[src/rtl/blc_pkg.sv]
package blc_pkg;
    typedef enum logic [1:0] {
        ST_IDLE = 2'd0,
        ST_NIB  = 2'd1,
        ST_FULL = 2'd2
    } blc_state_e;
endpackage

[src/rtl/blc_cmp.sv]
module blc_cmp #(
    parameter int W = 8
) (
    input  logic [W-1:0] val,
    input  logic [W-1:0] hi,
    input  logic [W-1:0] lo,
    output logic         outside
);
    // equality with a limit is inside
    always_comb begin
        outside = (val > hi) || (val < lo);
    end
endmodule

[src/rtl/blc_fsm.sv]
module blc_fsm
    import blc_pkg::*;
(
    input  logic       clk,
    input  logic       rst_n,
    input  logic       start,
    input  logic       nib_stb,
    input  logic       done_stb,
    input  logic       en,
    input  logic       nib_out,
    input  logic       full_out,
    output logic       set_pulse,
    output blc_state_e state
);
    blc_state_e nxt;

    always_comb begin
        nxt = state;
        unique case (state)
            ST_IDLE: if (start) nxt = ST_NIB;
            ST_NIB: begin
                if (start)        nxt = ST_NIB;
                else if (nib_stb) nxt = nib_out ? ST_IDLE : ST_FULL;
            end
            ST_FULL: begin
                if (start)         nxt = ST_NIB;
                else if (done_stb) nxt = ST_IDLE;
            end
            default: nxt = ST_IDLE;
        endcase
    end

    always_ff @(posedge clk or negedge rst_n) begin
        if (!rst_n) state <= ST_IDLE;
        else        state <= nxt;
    end

    always_comb begin
        set_pulse = 1'b0;
        unique case (state)
            ST_IDLE: set_pulse = 1'b0;
            ST_NIB:  set_pulse = !start && nib_stb && nib_out && en;
            ST_FULL: set_pulse = !start && done_stb && full_out && en;
            default: set_pulse = 1'b0;
        endcase
    end

    // tracks sets since the last start, for checking only
    logic hit_seen;
    always_ff @(posedge clk or negedge rst_n) begin
        if (!rst_n)         hit_seen <= 1'b0;
        else if (start)     hit_seen <= 1'b0;
        else if (set_pulse) hit_seen <= 1'b1;
    end

    assert_one_set_per_conv_R6: assert property (@(posedge clk) disable iff (!rst_n)
        hit_seen && !start |-> !set_pulse);
    assert_idle_strobes_inert_R10: assert property (@(posedge clk) disable iff (!rst_n)
        state == ST_IDLE |-> !set_pulse);
    assert_nib_leaves_wait_R3: assert property (@(posedge clk) disable iff (!rst_n)
        state == ST_NIB && nib_stb && !start |=> state != ST_NIB);
endmodule

[src/rtl/blc_window_irq.sv]
module blc_window_irq
    import blc_pkg::*;
#(
    parameter int RES_W = 8,
    parameter int NIB_W = 4
) (
    input  logic             clk,
    input  logic             rst_n,
    input  logic             conv_start,
    input  logic [RES_W-1:0] lim_hi,
    input  logic [RES_W-1:0] lim_lo,
    input  logic             chk_en,
    input  logic [RES_W-1:0] res_data,
    input  logic             nib_stb,
    input  logic             done_stb,
    input  logic             irq_clr,
    output logic             irq_flag
);
    localparam int NIB_LSB = RES_W - NIB_W;

    logic [RES_W-1:0] hi_q, lo_q;
    logic             nib_out, full_out, set_pulse, flag_q;
    blc_state_e       state;

    // shadow copies taken at start
    always_ff @(posedge clk or negedge rst_n) begin
        if (!rst_n) begin
            hi_q <= '1;
            lo_q <= '0;
        end else if (conv_start) begin
            hi_q <= lim_hi;
            lo_q <= lim_lo;
        end
    end

    blc_cmp #(.W(NIB_W)) u_nib (
        .val     (res_data[RES_W-1:NIB_LSB]),
        .hi      (hi_q[RES_W-1:NIB_LSB]),
        .lo      (lo_q[RES_W-1:NIB_LSB]),
        .outside (nib_out)
    );

    blc_cmp #(.W(RES_W)) u_full (
        .val     (res_data),
        .hi      (hi_q),
        .lo      (lo_q),
        .outside (full_out)
    );

    blc_fsm u_fsm (
        .clk       (clk),
        .rst_n     (rst_n),
        .start     (conv_start),
        .nib_stb   (nib_stb),
        .done_stb  (done_stb),
        .en        (chk_en),
        .nib_out   (nib_out),
        .full_out  (full_out),
        .set_pulse (set_pulse),
        .state     (state)
    );

    // sticky flag, set beats clear
    always_ff @(posedge clk or negedge rst_n) begin
        if (!rst_n)         flag_q <= 1'b0;
        else if (set_pulse) flag_q <= 1'b1;
        else if (irq_clr)   flag_q <= 1'b0;
    end

    assign irq_flag = flag_q;

    assert_flag_sticky_R8: assert property (@(posedge clk) disable iff (!rst_n)
        irq_flag && !irq_clr |=> irq_flag);
    assert_clear_works_R8: assert property (@(posedge clk) disable iff (!rst_n)
        irq_clr && !set_pulse |=> !irq_flag);
    assert_set_needs_enable_R7: assert property (@(posedge clk) disable iff (!rst_n)
        set_pulse |-> chk_en);
    assert_set_wins_R9: assert property (@(posedge clk) disable iff (!rst_n)
        set_pulse && irq_clr |=> irq_flag);
    assert_rise_after_strobe_R3: assert property (@(posedge clk) disable iff (!rst_n)
        $rose(irq_flag) |-> $past(nib_stb || done_stb));
    assert_reset_idle_R1: assert property (@(posedge clk)
        !rst_n |-> !irq_flag && state == ST_IDLE);
endmodule

[config.mk]
export PLATFORM = sky130hd
export DESIGN_NAME = blc_window_irq
export DESIGN_NICKNAME = d
export VERILOG_FILES = /design/src/rtl/blc_pkg.sv /design/src/rtl/blc_cmp.sv /design/src/rtl/blc_fsm.sv /design/src/rtl/blc_window_irq.sv
export SDC_FILE = /design/constraint.sdc
export NUM_CORES = 1
export LEC_CHECK = 0
export ABC_AREA = 1
export BUFFER_PORTS_ARGS = -buffer_cell sky130_fd_sc_hd__buf_2
export CAP_MARGIN = 10
export CORE_ASPECT_RATIO = 1.25
export CORE_MARGIN = 10
export CORE_UTILIZATION = 59
export CTS_BUF_LIST = sky130_fd_sc_hd__clkbuf_16
export DETAILED_ROUTE_END_ITERATION = 10
export HOLD_SLACK_MARGIN = 0.15
export PLACE_DENSITY = 0.85
export REMOVE_ABC_BUFFERS = 1
export SYNTH_ARGS = -nofsm -noshare
export SYNTH_HDL_FRONTEND = slang
export SYNTH_HIERARCHICAL = 1
export SYNTH_SLANG_ARGS = --single-unit
[constraint.sdc]
create_clock -name clk -period 3.3 [get_ports clk]
set_clock_uncertainty 0.15 [all_clocks]
set_input_delay 0.66 -clock clk [delete_from_list [all_inputs] [get_ports clk]]
set_output_delay 0.66 -clock clk [all_outputs]
set_load 0.02 [all_outputs]
==> metrics.md <==
| Metric | Value |
|---|---|
| Synth top area share | 21.7% |
| Core area | 2450 um^2 |
| CP Max Fanout | 3 |
| Final number of setup-violating endpoints | 0 |
| CTS clock-pin slew for the worst setup and hold paths | 50 ps |
| P_leak | 1.09 nW |
| Nets | 301 |
| DRT iter0 DRCs | 65 |
| CP max-delay cell | dfstp_2 |
| Highest-count cells in the layout ignoring fill and taps | nand2_1 (89), inv_1 (39), buf_2 (31), ha_1 (26), dfrtp_1 (11) |
| Final period util | 58.0% |
| Synth top area cells | nand2_1 (22%), ha_1 (21%), dfrtp_1 (18%) |
| Status | finished, final reports clean |
| Post-synthesis sequential area ratio | 31.6% |
| RSZ-0062 raised after global routing | false |
| Area Growth Syn to Fin | 15.1% |
| Drt pass-1 iters | 4 |
| Synthesized instance count | 211 |
| H-tree Lvls | 1 |
| Post-place setup slack | 1170 ps |
| Hold Crit Class | in -> async |
| Mean Syn Cell Area | 7.28 um^2 |
| Setup crit end kind | flip-flop |
| Antenna Cells | 0 |
| Slew at the pin closest to its max-slew limit | 423 ps |
| CP required | 3290 ps |
| Yosys reg bits | 19 |
| Fill count | 217 |
| Initial core utilization | 62.7% |
| Average via count per standard cell | 4.70 |
| TNS Setup | 0 ps |
| Crit path DAT | 1900 ps |
| Synthesized cell area | 1540 um^2 |
| Max-slew headroom | 71.8% |
| I/O pin cnt | 32 |
| Tot GR Track Use | 12.7% |
| Critical path class | reg -> reg |
| Yosys cell types | 22 |
| Final min period | 1910 ps |
| IO Port Bufs | 31 |
| Die ar. | 5060 um^2 |
| Chip height | 77.1 um |
| Yosys warning total | 6 |
| Fmax | 523 MHz |
| CP startpoint kind | flip-flop |
| Initial antenna violation count | 0 |
| Post-synth top area cell | nand2_1 |
| WL per Instance | 10.9 um |
| Post-CTS resize count | 0 |
| CTS tree | built |
| First-pass GRT wire length | 5.37 mm |
| Clock Latency Late Sink | 240 ps |
| Vias in the first global route | 1272 |
| Max Cap Viol | 0 |
| Clock root buffer | clkbuf_16 |
| Final setup margin | 1390 ps |
| Total Routed Length | 3.00 mm |
| Worst IR Drop VDD | 0.362 mV |
| GP Congestion | 0.763 |
| GR Overflow Total | 0 |
| Rows | 20 |
| Clk sinks | 19 |
| Power per cell area | 436 nW/um^2 |
| Biggest cell delay along the critical path | 550 ps |
| Largest net degree at the start of global routing | 22 |
| Critical Path Most Common Cell | nand2_1 |
| CTS max path bufs | 2 |
| Max-slew violations | 0 |
| Commonest non-fill, non-tap cell in the layout | nand2_1 |
| CTS Buf Count | 3 |
| Hold buffer count at CTS | 0 |
| DRC violations left | 0 |
| Critical Path, Cell by Cell | inv_1, ha_1, nand2_1, nor2_2, nand4_1, nand2_1, nand2_1, a21boi_0, nor3_1, inv_1, nand2_1 |
| DR vias | 1296 |
| Share of layout cells above drive strength 1 | 23.0% |
| Remaining antenna violation count | 0 |
| Total setup buffers inserted after CTS | 0 |
| Hold Vio Cnt, Final | 0 |
| Hpwl dp | 2.42 mm |
| DIE WIDTH | 65.6 um |
[metrics by stage]
step / power (mW) / hold slack, ps / area [um^2] / cells / util, %
2_1_floorplan: 0.463 / 214 / 1490 / 208 / -
3_3_place_gp: 0.525 / 304 / 1690 / 272 / 68.9
3_5_place_dp: 0.534 / 305 / 1690 / 272 / 68.9
4_1_cts: 0.778 / 207 / 1770 / 276 / 72.1
5_1_grt: 0.844 / 228 / 1770 / 276 / 72.1
6_report: 0.771 / 198 / 1770 / 276 / 72.1
[routing by layer]
layer	vias up	track usage, %	routed length, um
li1	698	-	-
met4	0	3.86	19
met1	574	14.7	1270
met2	22	22.0	1550
met5	-	0	0
met3	2	3.20	155
[worst max-delay path: cells and delay by family, from the launching register on]
kind	cells	cell delay (ps)
AOI/OAI and AO/OA	1	160
buffers and inverters	2	100
adders and majority gates	1	290
and+or+nand+nor	7	550
DFF	1	550
[registers in the layout (all words and copies together) (netlist names)]
signal       cells
hi_q             8
lo_q             8
irq_flag         1
u_fsm/state      2
[cells in the mapped netlist]
cell and count:
a21boi_0 1, a21o_1 1, a21oi_1 7, buf_12 1, buf_6 2, clkinv_1 1, dfrtp_1 11, dfstp_2 8
ha_1 26, inv_1 38, inv_2 4, inv_6 1, nand2_1 89, nand2_2 6, nand3_1 5, nand3_2 1
nand4_1 1, nor2_1 4, nor2_2 1, nor3_1 1, nor3_4 1, nor3b_1 1
[cell families after synthesis]
kind of cell,after synthesis,synth area share [%]
flip-flops,19,31.6
AO/OA/AOI/OAI,9,3.26
AND/OR/NAND/NOR,110,30.1
buffers and inverters,47,13.8
adder cells (fa/ha/maj),26,21.2
[power by group]
part / switching, mW / internal (mW) / total [mW]
registers: 0.0240 / 0.269 / 0.293
clock network: 0.0781 / 0.161 / 0.239
logic: 0.139 / 0.100 / 0.240
total: 0.241 / 0.530 / 0.771
[cell type report]
| cell class | instances | area [um^2] | area share, % |
|---|---|---|---|
| Clock buffer | 3 | 75.1 | 4.24 |
| Sequential cell | 19 | 485 | 27.4 |
| Inverter | 44 | 170 | 9.62 |
| Timing Repair Buffer | 31 | 155 | 8.77 |
| Clock inverter | 1 | 3.75 | 0.212 |
| Tap cell | 33 | 41.3 | 2.33 |
| Multi-Input combinational cell | 145 | 838 | 47.4 |
[worst paths after layout]
check / to / cells past startpoint / startpoint / slack [ps]
hold / removal: lo_q[3] / 1 / rst_n / 200
setup / recovery: irq_flag / 11 / hi_q[7] / 1390
max in group asynchronous: hi_q[7] / 1 / rst_n / 2470
min in group clk: hi_q[2] / 2 / hi_q[2] / 310
setup reg to reg: irq_flag / 11 / hi_q[7] / 1390
hold reg to reg: hi_q[2] / 2 / hi_q[2] / 310
Note: power is estimated with default switching activity, not from simulation.
